===== config.mk =====
export PLATFORM = sky130hd
export DESIGN_NAME = mdio_page_bridge
export DESIGN_NICKNAME = d
export VERILOG_FILES = /design/src/rtl/mdio_bridge_pkg.sv /design/src/rtl/mdio_sync.sv /design/src/rtl/mdio_frame_engine.sv /design/src/rtl/mdio_cmd_core.sv /design/src/rtl/mdio_page_bridge.sv
export SDC_FILE = /design/constraint.sdc
export NUM_CORES = 1
export LEC_CHECK = 0
export ABC_AREA = 1
export BUFFER_PORTS_ARGS = -buffer_cell sky130_fd_sc_hd__clkbuf_2
export CORE_AREA = 2 2 151 153
export DETAILED_ROUTE_END_ITERATION = 16
export DIE_AREA = 0 0 153 155
export PLACE_DENSITY = 0.63
export SETUP_SLACK_MARGIN = 0.3
export SKIP_LAST_GASP = 1
export SLEW_MARGIN = 25
export SYNTH_ARGS = -nofsm -noshare
export SYNTH_HDL_FRONTEND = slang
export SYNTH_HIERARCHICAL = 1
export SYNTH_SLANG_ARGS = --single-unit

===== constraint.sdc =====
create_clock -name clk -period 2.8 [get_ports clk]
set_clock_uncertainty 0.2 [all_clocks]
set_input_delay 0.56 -clock clk [delete_from_list [all_inputs] [get_ports clk]]
set_output_delay 0.56 -clock clk [all_outputs]
set_load 0.05 [all_outputs]

===== src/rtl/mdio_bridge_pkg.sv =====
package mdio_bridge_pkg;
  localparam int HALF_W = 16;
  localparam int WORD_W = 2 * HALF_W;
  localparam int HDR_W  = 12;

  localparam logic [1:0] OP_RD = 2'b10;
  localparam logic [1:0] OP_WR = 2'b01;

  typedef enum logic [1:0] {
    MD_BYPASS = 2'd0,
    MD_RSVD   = 2'd1,
    MD_REG    = 2'd2,
    MD_PAGE   = 2'd3
  } mdio_mode_e;

  typedef struct packed {
    logic       rd;
    logic [4:0] phy;
    logic [4:0] regn;
  } mdio_hdr_t;
endpackage


===== src/rtl/mdio_sync.sv =====
module mdio_sync #(
  parameter int WIDTH  = 2,
  parameter int STAGES = 2
) (
  input  logic             clk,
  input  logic             rst,
  input  logic [WIDTH-1:0] d,
  output logic [WIDTH-1:0] q
);
  logic [WIDTH-1:0] chain [STAGES];

  genvar s;
  generate
    for (s = 0; s < STAGES; s++) begin : g_stage
      always_ff @(posedge clk) begin
        if (rst) begin
          chain[s] <= '0;
        end else if (s == 0) begin
          chain[s] <= d;
        end else begin
          chain[s] <= chain[(s == 0) ? 0 : s-1];
        end
      end
    end
  endgenerate

  assign q = chain[STAGES-1];
endmodule


===== src/rtl/mdio_frame_engine.sv =====
module mdio_frame_engine
  import mdio_bridge_pkg::*;
#(
  parameter int PRE_LEN = 32
) (
  input  logic              clk,
  input  logic              rst,
  input  logic              mdc_s,
  input  logic              mdio_s,
  output logic              hdr_valid,
  output mdio_hdr_t         hdr,
  output logic              wr_valid,
  output logic [HALF_W-1:0] wr_data,
  input  logic              hdr_drive,
  input  logic [HALF_W-1:0] rd_data,
  output logic              mdio_o,
  output logic              mdio_oe
);
  localparam int PRE_W = $clog2(PRE_LEN + 1);

  typedef enum logic {S_IDLE, S_RUN} fr_state_e;

  fr_state_e         state;
  logic              mdc_d;
  logic              rise, fall;
  logic [PRE_W-1:0]  pre_cnt;
  logic [5:0]        cnt;
  logic [HDR_W-1:0]  hdr_sh;
  logic [HALF_W-1:0] tx_sh;
  logic [1:0]        op_nxt;

  assign rise   = mdc_s & ~mdc_d;
  assign fall   = ~mdc_s & mdc_d;
  assign op_nxt = hdr_sh[10:9];
  assign hdr    = {(hdr_sh[11:10] == OP_RD), hdr_sh[9:0]};

  always_ff @(posedge clk) begin
    if (rst) begin
      state     <= S_IDLE;
      mdc_d     <= 1'b0;
      pre_cnt   <= '0;
      cnt       <= '0;
      hdr_sh    <= '0;
      wr_data   <= '0;
      tx_sh     <= '0;
      hdr_valid <= 1'b0;
      wr_valid  <= 1'b0;
      mdio_o    <= 1'b0;
      mdio_oe   <= 1'b0;
    end else begin
      mdc_d     <= mdc_s;
      hdr_valid <= 1'b0;
      wr_valid  <= 1'b0;
      if (rise) begin
        if (state == S_IDLE) begin
          if (mdio_s) begin
            if (pre_cnt != PRE_W'(PRE_LEN)) pre_cnt <= pre_cnt + 1'b1;
          end else if (pre_cnt == PRE_W'(PRE_LEN)) begin
            state   <= S_RUN;
            cnt     <= 6'd1;
            pre_cnt <= '0;
          end else begin
            pre_cnt <= '0;
          end
        end else begin
          cnt <= cnt + 1'b1;
          if (cnt == 6'd1 && !mdio_s) state <= S_IDLE;
          if (cnt >= 6'd2 && cnt <= 6'd13) hdr_sh <= {hdr_sh[HDR_W-2:0], mdio_s};
          if (cnt == 6'd13) begin
            if (op_nxt == OP_RD || op_nxt == OP_WR) hdr_valid <= 1'b1;
            else state <= S_IDLE;
          end
          if (cnt >= 6'd16 && cnt <= 6'd31) wr_data <= {wr_data[HALF_W-2:0], mdio_s};
          if (cnt == 6'd31 && !hdr.rd) wr_valid <= 1'b1;
        end
      end
      if (fall && state == S_RUN) begin
        if (cnt == 6'd15 && hdr.rd && hdr_drive) begin
          mdio_oe <= 1'b1;
          mdio_o  <= 1'b0;
          tx_sh   <= rd_data;
        end else if (cnt >= 6'd16 && cnt <= 6'd31 && mdio_oe) begin
          mdio_o <= tx_sh[HALF_W-1];
          tx_sh  <= {tx_sh[HALF_W-2:0], 1'b0};
        end else if (cnt >= 6'd32) begin
          mdio_oe <= 1'b0;
          mdio_o  <= 1'b0;
          state   <= S_IDLE;
        end
      end
    end
  end

  AST_OE_ACCEPTED_READ: assert property (@(posedge clk) disable iff (rst)
    mdio_oe |-> (hdr.rd && hdr_drive));
  AST_TA_LOW_FIRST: assert property (@(posedge clk) disable iff (rst)
    $rose(mdio_oe) |-> !mdio_o);
  AST_SINGLE_EVENT: assert property (@(posedge clk) disable iff (rst)
    !(hdr_valid && wr_valid));
endmodule


===== src/rtl/mdio_cmd_core.sv =====
module mdio_cmd_core
  import mdio_bridge_pkg::*;
#(
  parameter int PAGE_W = 10,
  parameter int ADDR_W = PAGE_W + 9
) (
  input  logic              clk,
  input  logic              rst,
  input  logic              hdr_valid,
  input  mdio_hdr_t         hdr,
  input  logic              wr_valid,
  input  logic [HALF_W-1:0] wr_data,
  output logic              hdr_drive,
  output logic [HALF_W-1:0] rd_data,
  output logic              bus_req,
  output logic              bus_we,
  output logic [ADDR_W-1:0] bus_addr,
  output logic [WORD_W-1:0] bus_wdata,
  input  logic              bus_ack,
  input  logic [WORD_W-1:0] bus_rdata,
  output logic              byp_req,
  output logic              byp_we,
  output logic [2:0]        byp_phy,
  output logic [4:0]        byp_reg,
  output logic [HALF_W-1:0] byp_wdata,
  input  logic              byp_ack,
  input  logic [HALF_W-1:0] byp_rdata
);
  mdio_mode_e        mode;
  logic [PAGE_W-1:0] page;
  logic [HALF_W-1:0] stage_lo;
  logic [HALF_W-1:0] upper_keep;
  logic [ADDR_W-1:0] word_addr;

  assign mode      = mdio_mode_e'(hdr.phy[4:3]);
  assign hdr_drive = hdr.rd && (mode == MD_REG || mode == MD_BYPASS);
  assign word_addr = {page, hdr.phy[2:0], hdr.regn[4:1], 2'b00};

  always_ff @(posedge clk) begin
    if (rst) begin
      page       <= '0;
      stage_lo   <= '0;
      upper_keep <= '0;
      rd_data    <= '0;
      bus_req    <= 1'b0;
      bus_we     <= 1'b0;
      bus_addr   <= '0;
      bus_wdata  <= '0;
      byp_req    <= 1'b0;
      byp_we     <= 1'b0;
      byp_phy    <= '0;
      byp_reg    <= '0;
      byp_wdata  <= '0;
    end else begin
      if (bus_req && bus_ack) begin
        bus_req <= 1'b0;
        if (!bus_we) begin
          rd_data    <= bus_rdata[HALF_W-1:0];
          upper_keep <= bus_rdata[WORD_W-1:HALF_W];
        end
      end
      if (byp_req && byp_ack) begin
        byp_req <= 1'b0;
        if (!byp_we) rd_data <= byp_rdata;
      end
      if (hdr_valid && hdr.rd) begin
        case (mode)
          MD_REG: begin
            if (!hdr.regn[0]) begin
              bus_req  <= 1'b1;
              bus_we   <= 1'b0;
              bus_addr <= word_addr;
            end else begin
              rd_data <= upper_keep;
            end
          end
          MD_BYPASS: begin
            byp_req <= 1'b1;
            byp_we  <= 1'b0;
            byp_phy <= hdr.phy[2:0];
            byp_reg <= hdr.regn;
          end
          default: ;
        endcase
      end
      if (wr_valid) begin
        case (mode)
          MD_PAGE: page <= wr_data[PAGE_W-1:0];
          MD_REG: begin
            if (!hdr.regn[0]) begin
              stage_lo <= wr_data;
            end else begin
              bus_req   <= 1'b1;
              bus_we    <= 1'b1;
              bus_addr  <= word_addr;
              bus_wdata <= {wr_data, stage_lo};
            end
          end
          MD_BYPASS: begin
            byp_req   <= 1'b1;
            byp_we    <= 1'b1;
            byp_phy   <= hdr.phy[2:0];
            byp_reg   <= hdr.regn;
            byp_wdata <= wr_data;
          end
          default: ;
        endcase
      end
    end
  end

  AST_BUS_HOLD: assert property (@(posedge clk) disable iff (rst)
    (bus_req && !bus_ack) |=> (bus_req && $stable(bus_addr) && $stable(bus_we)));
  AST_BYP_HOLD: assert property (@(posedge clk) disable iff (rst)
    (byp_req && !byp_ack) |=> (byp_req && $stable(byp_phy) && $stable(byp_reg)));
  AST_WORD_ALIGN: assert property (@(posedge clk) disable iff (rst)
    bus_req |-> (bus_addr[1:0] == 2'b00));
  AST_PAGE_SOURCE: assert property (@(posedge clk) disable iff (rst)
    !$stable(page) |-> $past(wr_valid && mode == MD_PAGE));
  AST_ONE_TARGET: assert property (@(posedge clk) disable iff (rst)
    !(bus_req && byp_req));
endmodule


===== src/rtl/mdio_page_bridge.sv =====
module mdio_page_bridge
  import mdio_bridge_pkg::*;
#(
  parameter int PAGE_W      = 10,
  parameter int PRE_LEN     = 32,
  parameter int SYNC_STAGES = 2,
  parameter int ADDR_W      = PAGE_W + 9
) (
  input  logic              clk,
  input  logic              rst,
  input  logic              mdc,
  input  logic              mdio_i,
  output logic              mdio_o,
  output logic              mdio_oe,
  output logic              bus_req,
  output logic              bus_we,
  output logic [ADDR_W-1:0] bus_addr,
  output logic [31:0]       bus_wdata,
  input  logic              bus_ack,
  input  logic [31:0]       bus_rdata,
  output logic              byp_req,
  output logic              byp_we,
  output logic [2:0]        byp_phy,
  output logic [4:0]        byp_reg,
  output logic [15:0]       byp_wdata,
  input  logic              byp_ack,
  input  logic [15:0]       byp_rdata
);
  logic [1:0]        sync_q;
  logic              hdr_valid, wr_valid, hdr_drive;
  mdio_hdr_t         hdr;
  logic [HALF_W-1:0] wr_data, rd_data;

  mdio_sync #(.WIDTH(2), .STAGES(SYNC_STAGES)) u_sync (
    .clk (clk),
    .rst (rst),
    .d   ({mdc, mdio_i}),
    .q   (sync_q)
  );

  mdio_frame_engine #(.PRE_LEN(PRE_LEN)) u_frame (
    .clk       (clk),
    .rst       (rst),
    .mdc_s     (sync_q[1]),
    .mdio_s    (sync_q[0]),
    .hdr_valid (hdr_valid),
    .hdr       (hdr),
    .wr_valid  (wr_valid),
    .wr_data   (wr_data),
    .hdr_drive (hdr_drive),
    .rd_data   (rd_data),
    .mdio_o    (mdio_o),
    .mdio_oe   (mdio_oe)
  );

  mdio_cmd_core #(.PAGE_W(PAGE_W), .ADDR_W(ADDR_W)) u_cmd (
    .clk       (clk),
    .rst       (rst),
    .hdr_valid (hdr_valid),
    .hdr       (hdr),
    .wr_valid  (wr_valid),
    .wr_data   (wr_data),
    .hdr_drive (hdr_drive),
    .rd_data   (rd_data),
    .bus_req   (bus_req),
    .bus_we    (bus_we),
    .bus_addr  (bus_addr),
    .bus_wdata (bus_wdata),
    .bus_ack   (bus_ack),
    .bus_rdata (bus_rdata),
    .byp_req   (byp_req),
    .byp_we    (byp_we),
    .byp_phy   (byp_phy),
    .byp_reg   (byp_reg),
    .byp_wdata (byp_wdata),
    .byp_ack   (byp_ack),
    .byp_rdata (byp_rdata)
  );

  AST_RESET_QUIET: assert property (@(posedge clk)
    $past(rst) |-> (!mdio_oe && !bus_req && !byp_req));
endmodule


### After elaboration in Yosys (flattened, before gate mapping)

Memories as Yosys holds them, arrays and structs flattened.
Cells that the tools add are included.

| storage, ports and cells | value |
|---|---|
| memories | 1 |
| output and inout port bits | 81 |
| input port bits | 54 |
| memory bits (writable) | 4 |
| logic and storage cells | 165 |
| register bits | 199 |

| operators by class | value |
|---|---|
| add/subtract/negate cells | 2 |
| bitwise gates (word level) | 11 |
| equality and inequality tests | 14 |
| order comparisons | 5 |
| muxes and demuxes | 73 |
| reduce and logical (&&, ||, !) cells | 35 |

Memories:

| name | depth | bits a word | rd ports | clocked after Yosys merged registers in | write ports | RTL line | source |
|---|---|---|---|---|---|---|---|
| u_sync.chain | 2 | 2 | 2 | 0 | 2 | mdio_sync.sv:10 | `logic [WIDTH-1:0] chain [STAGES];` |

Operators by type and width:

| kind | number |
|---|---|
| 2-to-1 mux 16 bit | 9 |
| 2-to-1 mux 19 bit | 6 |
| 2-to-1 mux 1 bit | 43 |
| 2-to-1 mux 6 bit | 5 |
| AND reduction 3 bit | 7 |
| 2-to-1 mux 5 bit | 4 |
| adder 6 x 1 -> 6 bit, second input constant | 2 |
| equality test 6 x 4 -> 1 bit, second input constant | 2 |
| logical AND 1 bit | 12 |
| 2-to-1 mux 3 bit | 4 |
| AND reduction 2 bit | 5 |
| equality test 2 bit, second input constant | 4 |
| NOT 1 bit | 7 |
| equality test 6 x 1 -> 1 bit, second input constant | 1 |
| equality test 6 x 5 -> 1 bit, second input constant | 1 |
| equality test 6 bit, second input constant | 1 |
| greater-or-equal comparator 6 x 2 -> 1 bit, second input constant | 1 |
| greater-or-equal comparator 6 x 5 -> 1 bit, second input constant | 1 |
| greater-or-equal comparator 6 bit, second input constant | 1 |
| <= comparator 6 x 4 -> 1 bit, second input constant | 1 |
| <= comparator 6 x 5 -> 1 bit, second input constant | 1 |
| inequality test 2 x 1 -> 1 bit, second input constant | 3 |
| inequality test 6 bit, second input constant | 1 |
| nonzero test 2 bit | 3 |
| other kinds (10) | 15 |

### Depth between registers and ports, before layout

Gate-level depths: netlist of the first run.
An unclocked memory read counts as a cell.

| depth | value |
|---|---|
| word-level depth | 12 |
| gate-level depth with buffers | 14 |
| depth with buffers taken out | 13 |

### Modules after synthesis

Netlist of the first run, hierarchy kept.

Modules (own cells, without submodules):

| module | instances | sequential area each (µm²) | area each (µm²) | cells each |
|---|---|---|---|---|
| mdio_cmd_core | 1 | 2742.6 | 5525.3 | 772 |
| mdio_frame_engine | 1 | 1241.2 | 3061.7 | 440 |
| mdio_sync | 1 | 80.1 | 110.1 | 12 |

### Worst setup path after synthesis of the first run

OpenSTA, ideal clock, no wires.

| path | value |
|---|---|
| path kind | reg-to-reg |
| start point | register u_cmd.bus_we |
| end point | register u_cmd.upper_keep[11] |
| setup time | 70 ps |
| data required time | 2530 ps |
| stages on the path, launching flop included | 7 |
| slack | 944 ps |
| clock period less this slack | 1856 ps |
| path buffers | 2 |
| arrival | 1586 ps |
| path through | dfxtp_1 clkinv_1 nand3_1 buf_4 buf_2 o21ai_0 a21oi_1 |

| on the way | value |
|---|---|
| longest elaborated chain between the ends | 2 |

RTL lines:

| what | RTL line | source |
|---|---|---|
| start, declared | mdio_cmd_core.sv:16 | `output logic bus_we,` |
| start signal, assigned | mdio_cmd_core.sv:46 | `bus_we <= 1'b0;` |
| start signal, assigned | mdio_cmd_core.sv:71 | `bus_we <= 1'b0;` |
| start signal, assigned | mdio_cmd_core.sv:94 | `bus_we <= 1'b1;` |
| NOT 1 bit (no source line) | n/a |  |
| AND reduction 2 bit (no source line) | n/a |  |
| end signal, assigned | mdio_cmd_core.sv:59 | `upper_keep <= bus_rdata[WORD_W-1:HALF_W];` |
| end, declared | mdio_cmd_core.sv:32 | `logic [HALF_W-1:0] upper_keep;` |

No other way between the ends.
A chain may end at the register's enable or synchronous reset.

### Worst setup path in the final report of the first run

| path | value |
|---|---|
| start point | register u_frame.cnt[1] |
| end point | register u_frame.tx_sh[11] |

| on the way | value |
|---|---|
| longest elaborated chain between the ends | 5 |
| elaborated cells between the ends (all ways) | 10 |
| classes of those cells | 2 x order compare; 1 x eq/ne; 1 x mux; 6 x reduce/logical |

RTL lines:

| what | RTL line | source |
|---|---|---|
| start, declared | mdio_frame_engine.sv:27 | `logic [5:0] cnt;` |
| start signal, assigned | mdio_frame_engine.sv:66 | `cnt <= cnt + 1'b1;` |
| greater-or-equal comparator 6 x 5 -> 1 bit, or another cell as far along | mdio_frame_engine.sv:82 | `end else if (cnt >= 6'd16 && cnt <= 6'd31 && mdio_oe) begin` |
| logical AND 1 bit, on equally long branches (2 in a row) | mdio_frame_engine.sv:82, mdio_frame_engine.sv:78 |  |
| nonzero test 2 bit (no source line) | n/a |  |
| AND reduction 2 bit (no source line) | n/a |  |
| end signal, assigned | mdio_frame_engine.sv:81 | `tx_sh <= rd_data;` |
| end signal, assigned | mdio_frame_engine.sv:84 | `tx_sh <= {tx_sh[HALF_W-2:0], 1'b0};` |
| end, declared | mdio_frame_engine.sv:29 | `logic [HALF_W-1:0] tx_sh;` |

Parallel ways exist; a longest one is shown, timed or not.

==> flow_summary.json, run 1 <==
{
  "yosysTopAreaCell": "dfxtp_1",
  "ys_ff_latch": 203,
  "maxCapViolCount": 0,
  "grtUsageTotal_pct": 18.2,
  "start_util_pct": 39.1,
  "cts_root_buffer": "clkbuf_16",
  "avgSynthCellArea_um2": 7.11,
  "p_switching_mw": 1.23,
  "crit_type": "reg2reg",
  "status": "finished clean",
  "synth_area_mm2": 0.00870,
  "max_freq_mhz": 464,
  "n_antenna_cell": 0,
  "drtPass1Iterations": 5,
  "grt_overflow": 0,
  "hpwl_um": 14700,
  "seq_area_frac_synth_pct": 46.7,
  "clock_sinks": 203,
  "worst_slew_pin_slew_ns": 0.646,
  "grt_max_degree": 120,
  "grt_pass1_vias": 7097,
  "synth_fp_nets": 1284,
  "synthArstFlopShare_pct": 0,
  "intPower_mw": 4.69,
  "rows": 55,
  "core_mm2": 0.0222,
  "slew_viol_final": 0,
  "vias": 7814,
  "ant_nets": 0,
  "dp_cells": 1578,
  "p_leak_nw": 4.71,
  "globalplace.congestion": 0.845,
  "synth_top_family_by_area": "simple AND/OR/NAND/NOR gates",
  "pwr-share-comb_pct": 2.4,
  "p_seq_share_pct": 48.9,
  "regMostFlops": "u_cmd/bus_wdata",
  "synth_edf_count": 0,
  "port_buffers": 134,
  "nets": 1379,
  "drcViolationCount": 0,
  "viasPerCell": 4.83,
  "wl_um": 22400,
  "area_delta_synth_final_pct": 17.2,
  "slew_headroom_pct": 56.8,
  "hold_viol": 0,
  "hp-class": "in2reg",
  "tns_ns": 0,
  "register_area_mm2": 0.00406,
  "post_cts_resized": 0,
  "post_layout_nonfiller_instances": 1619,
  "rsz0062_at_grt": "false",
  "synth_xor_area_share_pct": 0.504,
  "nFillCells": 2262,
  "synthFlopType": "dfxtp_1",
  "synth_top_area_share_pct": 46.7,
  "chipHeight_um": 155,
  "synthTopCellsByArea": "dfxtp_1, nor2_1, nand2_1",
  "largest_reg_flops": 32,
  "clkTransAtPathRegs_ns": 0.06,
  "path_max_fanout": 31,
  "synth_cells": 1224,
  "reg2regPathDepth": 8,
  "power.share.switching_pct": 20.8,
  "antenna_found_initial": 0,
  "drtIter0Drc": 572,
  "post-route-util_pct": 45.9,
  "synth_cell_types": 31,
  "synth_compound_area_share_pct": 11.8,
  "wl_per_cell_um": 13.8,
  "io-pin-count": 135,
  "crit_arrival_ns": 2.35,
  "reg_top3": "u_cmd/bus_wdata (32), u_cmd/bus_addr (19)",
  "required_ns": 2.99,
  "cts_tree": "built",
  "synth_mux_area_share_pct": 0,
  "power_frac_clock_pct": 48.7,
  "powerDensity_mw_per_mm2": 581,
  "synth_fa_ha_area_share_pct": 0.863,
  "cp-start-kind": "flip-flop",
  "cts_inserted_buffers": 22,
  "die_area_mm2": 0.0237,
  "cts_max_level": 1,
  "multiInputGateArea_mm2": 0.00377,
  "grt_pass1_wl_um": 36200,
  "cts_buffer_depth": 3,
  "peakVddDrop_v": 0.000379,
  "finalSetupViolCount": 0,
  "drive_gt1_share_pct": 15.8,
  "synth_warnings": 6,
  "die_w_um": 153,
  "synth-simple-area-share_pct": 30.1,
  "finalCritPeriodShare_pct": 77.0,
  "endpoint_kind": "flip-flop",
  "clk_latency_ns": 0.50,
  "period_minus_slack_ns": 2.16,
  "whs_path_depth": 3
}
==> synth_stat cells (2+ instances only) <==
cell type  number
nand3_2         3
buf_1           4
nand4_1        32
ha_1            6
a21oi_1       101
inv_1         110
dfxtp_1       203
inv_2           6
xor2_1          5
nand2_4         5
nand3_1        74
nand2_1       225
nor2_2          3
clkbuf_1       25
buf_6           3
nor2_1        255
nor2_8          3
o21ai_0       103
nand2_2         2
buf_2          26
buf_4          20
==> layout by cell type (no fill, tap or decap), types with 2 or more instances in the layout <==
| cell | synthesis | final |
|---|---|---|
| clkbuf_16 | 0 | 23 |
| clkbuf_8 | 0 | 6 |
| nand2_2 | 2 | 2 |
| xor2_1 | 5 | 5 |
| nand3_1 | 74 | 74 |
| nand2_4 | 5 | 5 |
| ha_1 | 6 | 6 |
| clkbuf_1 | 25 | 5 |
| inv_2 | 6 | 7 |
| nand3_2 | 3 | 3 |
| inv_1 | 110 | 109 |
| clkinv_2 | 0 | 3 |
| nor2_8 | 3 | 3 |
| nand4_1 | 32 | 32 |
| dfxtp_1 | 203 | 203 |
| o21ai_0 | 103 | 103 |
| nor2_2 | 3 | 3 |
| buf_12 | 0 | 4 |
| clkbuf_2 | 1 | 134 |
| nand2_1 | 225 | 225 |
| buf_4 | 20 | 12 |
| a21oi_1 | 101 | 101 |
| nor2_1 | 255 | 255 |
==> final timing paths <==
| path | end | from | slack, ns |
|---|---|---|---|
| worst min-delay path | u_sync/chain[0][1] | mdc | 0.05 |
| worst min register to register | u_sync/chain[1][0] | u_sync/chain[0][0] | 0.21 |
| worst max-delay path | u_frame/tx_sh[11] | u_frame/cnt[1] | 0.64 |
| worst max register to register | u_frame/tx_sh[11] | u_frame/cnt[1] | 0.64 |
==> power by group through the flow <==
stage,logic (mW),clock network [mW],registers [mW]
after floorplan,0.0778,0,2.96
after global placement,0.146,0,2.96
after detailed placement,0.145,0,2.96
after CTS,0.146,2.96,2.90
after global routing,0.163,3.07,2.90
final,0.145,2.88,2.90
==> per-stage QoR <==
| stage | hold WS (ns) | area [um^2] | setup slack [ns] | total power [mW] |
|---|---|---|---|---|
| 2_1_floorplan | 0.188 | 8700 | 0.944 | 3.04 |
| 6_report | 0.0485 | 10200 | 0.644 | 5.93 |
| 4_1_cts | 0.0281 | 10200 | 0.564 | 6.00 |
| 3_5_place_dp | 0.199 | 9450 | 0.592 | 3.11 |
| 5_1_grt | 0.0413 | 10200 | 0.399 | 6.13 |
| 3_3_place_gp | 0.192 | 9450 | 0.695 | 3.11 |
==> routing by layer <==
metal | routed length (um) | GRT usage (%) | vias up | share of wire, %
met5 | 0 | 0 | - | 0
met4 | 487 | 5.69 | 0 | 2.2
met3 | 1140 | 2.98 | 32 | 5.1
met2 | 9800 | 27.3 | 187 | 44
met1 | 11000 | 26.7 | 3531 | 49
li1 | - | - | 4064 | -
==> timing repair <==
| action | CTS | global route |
|---|---|---|
| hold buffers | 0 | 0 |
| setup endpoints to repair | 0 | 2 |
| setup buffers | 0 | 2 |
==> layout make-up <==
cell class | instances | area share [%]
timing repair buffer | 150 | 8.25
clock buffer | 34 | 6.64
tap | 285 | 3.50
clock inverter | 5 | 0.515
sequential | 203 | 39.9
multi-input combinational | 825 | 36.9
inverter | 117 | 4.31
==> kinds of logic after synthesis <==
logic type	count (synthesis)
XOR/XNOR	5
AO/OA/AOI/OAI	205
flip-flops	203
buffers and inverters	196
AND/OR/NAND/NOR	609
adder cells (fa/ha/maj)	6
==> critical path, stage by stage, from the launching register on <==
cell and delay, ns:
dfxtp_1 0.42, ha_1 0.25, nand3_2 0.16, nor2_8 0.27, nand2_4 0.20, nand2_4 0.10, nand2_4 0.19, nor2_1 0.19
nor2_1 0.06
Note: power is estimated with default switching activity, not from simulation.
==> run 2: changes to the inputs <==
ABC_AREA = 0   (was 1)
CORE_AREA = 2 2 148 150   (was 2 2 151 153)
DIE_AREA = 0 0 150 152   (was 0 0 153 155)
PLACE_DENSITY = 0.66   (was 0.63)
clock period = 1.9 ns   (was 2.8 ns; I/O delays follow)
==> run 2 against run 1 <==
Compared with the run above:
- flip-flop and latch count stayed put
- routed wire length rose by 26%
- cell count down 8.8%
- setup slack got worse by 0.62 ns
- design area grew 33%
- total power increased by 50%
- highest routed layer unchanged
==> flow_summary.json, run 2 <==
{
  "grt_pass1_wl_um": 40000,
  "synth_area_mm2": 0.00840,
  "die_w_um": 150,
  "crit_arrival_ns": 2.05,
  "clock_sinks": 203,
  "synth_fp_nets": 1013,
  "cp-start-kind": "flip-flop",
  "period_minus_slack_ns": 1.87,
  "nets": 1241,
  "finalSetupViolCount": 0,
  "antenna_found_initial": 0,
  "crit_type": "reg2reg",
  "synthArstFlopShare_pct": 0,
  "reg2regPathDepth": 6,
  "synth_common_cells": "nand2_1, dfxtp_1, a21oi_1",
  "start_util_pct": 39.3,
  "cts_tree": "built",
  "peakVddDrop_v": 0.000561,
  "seq_area_frac_synth_pct": 48.4,
  "reg_top3": "u_cmd/bus_wdata (32), u_cmd/bus_addr (19)",
  "crit_slowest_cell": "or4_4",
  "cp_num_buf_inv": 1,
  "maxCapViolCount": 0,
  "viasPerCell": 5.45,
  "hpwl_um": 14700,
  "regMostFlops": "u_cmd/bus_wdata",
  "globalplace.congestion": 0.773,
  "rsz0062_at_grt": "true",
  "clk_latency_ns": 0.51,
  "synth_top_area_share_pct": 48.4,
  "critPathMaxStageDelay_ns": 0.43,
  "yosysTopAreaCell": "dfxtp_1",
  "powerDensity_mw_per_mm2": 654,
  "wl_um": 28300,
  "wl_per_cell_um": 19.2,
  "slew_viol_final": 0,
  "max_freq_mhz": 534,
  "synthTopCellsByArea": "dfxtp_1, nand2_1, a21oi_1",
  "synth_cell_types": 66,
  "synth_edf_count": 0,
  "cts_max_level": 1,
  "cts_inserted_buffers": 22,
  "drive_gt1_share_pct": 47.9,
  "slew_headroom_pct": 69.1,
  "drtPass1Iterations": 5,
  "synth_cells": 953,
  "required_ns": 2.08,
  "endpoint_kind": "flip-flop",
  "dp_cells": 1322,
  "mostFrequentLayoutCells": "nand2_1, dfxtp_1, a21oi_1, dfxtp_2, buf_4",
  "dpl_cell_area_mm2": 0.00941,
  "avgSynthCellArea_um2": 8.81,
  "grt_max_degree": 73,
  "hold_viol": 0,
  "drtIter0Drc": 497,
  "path_cells": "inv_4 -> ha_4 -> or4_4 -> o2111a_2 -> mux2i_1 -> nor2_1",
  "drcViolationCount": 0,
  "worst_slack_ns": 0.0278,
  "rows": 54,
  "finalInstanceArea_mm2": 0.0136,
  "clkTransAtPathRegs_ns": 0.06,
  "grt_pass1_vias": 7673,
  "cts_buffer_depth": 3,
  "nFillCells": 1593,
  "grt_overflow": 0,
  "io-pin-count": 135,
  "pre_cts_slack_ns": -0.0266,
  "synthFlopType": "dfxtp_1",
  "final_common_cell": "nand2_1",
  "port_buffers": 134,
  "finalCritPeriodShare_pct": 98.5,
  "p_leak_nw": 5.06,
  "core_mm2": 0.0214,
  "path_max_fanout": 6,
  "hp-class": "in2reg",
  "largest_reg_flops": 32,
  "chipHeight_um": 152,
  "cts_root_buffer": "clkbuf_16",
  "whs_path_depth": 3,
  "grtUsageTotal_pct": 21.5,
  "vias": 8055,
  "die_area_mm2": 0.0228,
  "n_antenna_cell": 0,
  "ys_ff_latch": 203,
  "synth_warnings": 6,
  "status": "finished clean",
  "cpLargestDelayFamily": "simple AND/OR/NAND/NOR gates",
  "post_layout_nonfiller_instances": 1477,
  "area_delta_synth_final_pct": 61.7,
  "worst_slew_pin_slew_ns": 0.463,
  "post-synth-top-count-cell": "nand2_1",
  "ant_nets": 0,
  "crit_cells": 6
}
run 2: path summary, 6_finish.rpt:
path | from | end | slack [ns]
worst max-delay path | u_frame/cnt[0] | u_frame/hdr_sh[3] | 0.03
worst min-delay path | bus_rdata[13] | u_cmd/rd_data[13] | 0.01
worst max register to register | u_frame/cnt[0] | u_frame/hdr_sh[3] | 0.03
worst min register to register | u_sync/chain[0][1] | u_sync/chain[1][1] | 0.24
run 2: area by class of cell:
class	instances	area, um^2	share of cell area, %
clock buffer	34	677	4.99
clock inverter	6	63.8	0.470
inverter	7	32.5	0.240
multi-input combinational	664	4790	35.3
sequential	203	4250	31.3
tap	280	350	2.58
timing repair buffer	283	3410	25.1
run 2: power by group:
part	internal (mW)	switching (mW)	leakage [nW]	total, mW
sequential	4.23	0.00678	1.69	4.23
combinational	0.149	0.168	3.01	0.317
clock	2.59	1.74	0.359	4.33
total	6.97	1.91	5.06	8.88
run 2: worst reg2reg max path: cells and delay by family, from the launching register on:
kind            cells  cell delay [ns]
mux                 1             0.22
flops               1             0.39
simple gates        2             0.51
fa+ha+maj           1             0.15
buf+inv             1             0.06
compound gates      1             0.23
run 2: metrics by stage:
| step | util, % | setup TNS [ns] | hold WS [ns] | power (mW) |
|---|---|---|---|---|
| 6_report | 63.6 | 0 | 0.0113 | 8.88 |
| 5_1_grt | 63.6 | -0.0425 | 0.0115 | 9.14 |
| 4_1_cts | 57.1 | 0 | 0.0000775 | 8.93 |
| 3_5_place_dp | 44.1 | -0.0266 | 0.231 | 4.56 |
| 3_3_place_gp | 44.1 | 0 | 0.222 | 4.57 |
| 2_1_floorplan | - | 0 | 0.214 | 4.46 |
run 2: what timing repair did:
action	4_1_cts	5_1_grt
buffers inserted	25	30
endpoints found under the setup margin	212	257
hold buffers	44	0
gates cloned	6	10
pin swaps	17	92
endpoints found under the hold margin	36	0
gates resized for setup	313	306
run 2: layer usage:
metal | global-route usage [%] | routed length [um]
met1 | 26.4 | 11200
met3 | 5.68 | 2100
met5 | 0 | 0
met2 | 36.9 | 14100
met4 | 6.33 | 863
run 2: kinds of logic (layout without fill, tap and decap cells):
kind of cell	Yosys count	count (layout)	share of synthesized area, %
buffers and inverters	90	330	5.66
flip-flops	203	203	48.4
AND/OR/NAND/NOR	368	369	20.2
adder cells (fa/ha/maj)	6	6	0.894
AO/OA/AOI/OAI	219	222	16.9
XOR/XNOR	4	4	0.417
multiplexers	63	63	7.54
==> run 3: changes to the inputs <==
CORE_AREA = 2 2 171 173   (was 2 2 148 150)
DIE_AREA = 0 0 173 175   (was 0 0 150 152)
PLACE_DENSITY = 0.53   (was 0.66)
==> run 3 against run 2 <==
Compared with the run above:
- the run now ends with negative hold slack left
- fmax increased by 2.3%
- setup slack improved by 0.041 ns
- design area decreased by 2.5%
- critical path depth unchanged
- largest cell class unchanged
- register-to-register slack improved by 0.04 ns
- critical path type unchanged
- sequential power about the same
- core utilization decreased by 17 points
==> flow_summary.json, run 3 (synthesis results as in run 2) <==
{
  "period_minus_slack_ns": 1.83,
  "cts_root_buffer": "clkbuf_16",
  "cts_max_level": 1,
  "whs_path_depth": 2,
  "grt_pass1_vias": 7401,
  "cts_buffer_depth": 3,
  "finalSetupViolCount": 0,
  "clock_sinks": 203,
  "mostFrequentLayoutCells": "nand2_1, dfxtp_1, a21oi_1, dfxtp_2, clkbuf_16",
  "die_w_um": 173,
  "ant_nets": 0,
  "antenna_found_initial": 0,
  "hpwl_um": 15400,
  "n_antenna_cell": 0,
  "grt_max_degree": 57,
  "p_leak_nw": 5.07,
  "post-route-util_pct": 46.6,
  "largest_reg_flops": 32,
  "die_area_mm2": 0.0303,
  "final_common_cell": "nand2_1",
  "critPathMaxStageDelay_ns": 0.32,
  "vias": 7561,
  "port_buffers": 134,
  "hp-class": "in2reg",
  "regMostFlops": "u_cmd/bus_wdata",
  "nFillCells": 2660,
  "grt_pass1_wl_um": 40400,
  "drtPass1Iterations": 5,
  "path_max_fanout": 8,
  "drtIter0Drc": 583,
  "core_mm2": 0.0284,
  "hold_viol": 10,
  "worst_slack_ns": 0.0691,
  "violations": "negative hold slack",
  "register_area_mm2": 0.00422,
  "drcViolationCount": 0,
  "slew_viol_final": 0,
  "slew_headroom_pct": 66.7,
  "wl_per_cell_um": 17.0,
  "maxCapViolCount": 0,
  "rrSetupSlack_ns": 0.07,
  "viasPerCell": 4.87,
  "required_ns": 2.08,
  "start_util_pct": 29.6,
  "clk_latency_ns": 0.51,
  "cp-start-kind": "flip-flop",
  "chipHeight_um": 175,
  "crit_arrival_ns": 2.01,
  "grtUsageTotal_pct": 16.2,
  "rsz0062_at_grt": "true",
  "reg_top3": "u_cmd/bus_wdata (32), u_cmd/bus_addr (19)",
  "pre_cts_slack_ns": 0.00409,
  "powerDensity_mw_per_mm2": 701,
  "endpoint_kind": "flip-flop",
  "crit_slowest_cell": "dfxtp_2",
  "worst_slew_pin_slew_ns": 0.498,
  "area_delta_synth_final_pct": 57.7,
  "tns_ns": 0,
  "peakVddDrop_v": 0.000604,
  "grt_overflow": 0,
  "cts_inserted_buffers": 23,
  "path_cells": "and2b_2 -> nor2b_4 -> and4_4 -> buf_12 -> mux2i_1 -> a211oi_2",
  "reg2regPathDepth": 6,
  "crit_type": "reg2reg",
  "globalplace.congestion": 0.761,
  "nets": 1215,
  "clkTransAtPathRegs_ns": 0.05,
  "io-pin-count": 135,
  "status": "finished with violations",
  "max_freq_mhz": 546,
  "drive_gt1_share_pct": 44.4,
  "finalCritPeriodShare_pct": 96.4,
  "timing.hold.ws_ns": -0.0241,
  "cts_tree": "built",
  "multiInputGateArea_mm2": 0.00452,
  "wl_um": 26300,
  "rows": 62
}
[run 3: metal layers]
layer  vias to the layer above  track usage (%)  share of wire (%)
met5                         -                0                  0
met4                         0             3.35                1.5
met3                        28             4.07                6.0
met2                       191             26.5                 47
met1                      3634             21.6                 45
li1                       3708                -                  -
[run 3: metrics by stage]
stage / total power [mW] / instance area, um^2 / std cells
3_3_place_gp: 4.57 / 9550 / 1428
3_5_place_dp: 4.57 / 9550 / 1428
6_report: 9.28 / 13200 / 1551
4_1_cts: 9.36 / 12400 / 1527
5_1_grt: 9.56 / 13200 / 1551
2_1_floorplan: 4.46 / 8500 / 953
[run 3: worst paths after layout]
check | startpoint | end
max | u_frame/hdr_sh[10] | u_frame/tx_sh[11]
min | rst | u_frame/hdr_sh[6]
max reg2reg | u_frame/hdr_sh[10] | u_frame/tx_sh[11]
min reg2reg | u_sync/chain[0][1] | u_sync/chain[1][1]
[run 3: worst max-delay path: cells and delay by family (launching register included)]
kind                   cells  cell delay, ns
and+or+nand+nor            3            0.72
DFF                        1            0.32
muxes                      1            0.23
buffers and inverters      1            0.15
AOI/OAI and AO/OA          1            0.09
[run 3: where the power goes]
group | switching, mW | internal (mW) | leakage [nW]
clock network | 1.79 | 2.94 | 0.385
registers | 0.00765 | 4.24 | 1.69
logic | 0.157 | 0.137 | 3.00
total | 1.95 | 7.33 | 5.07
[run 3: repair_timing]
action                                  4_1_cts  5_1_grt
gates resized for setup                     333      199
gates cloned                                  3        6
hold buffers                                 37        1
pin swaps                                    22       91
buffers inserted                             22       17
hold endpoints to repair                     44        5
endpoints found under the setup margin      209      244
[run 3: final cells by class]
class	instances	share of cell area, %
clock buffers	29	4.91
clock inverters	8	1.12
inverters	7	0.265
multi-input cells	663	34.2
flip-flops and latches	203	31.9
well taps	384	3.63
repair buffers	257	24.0
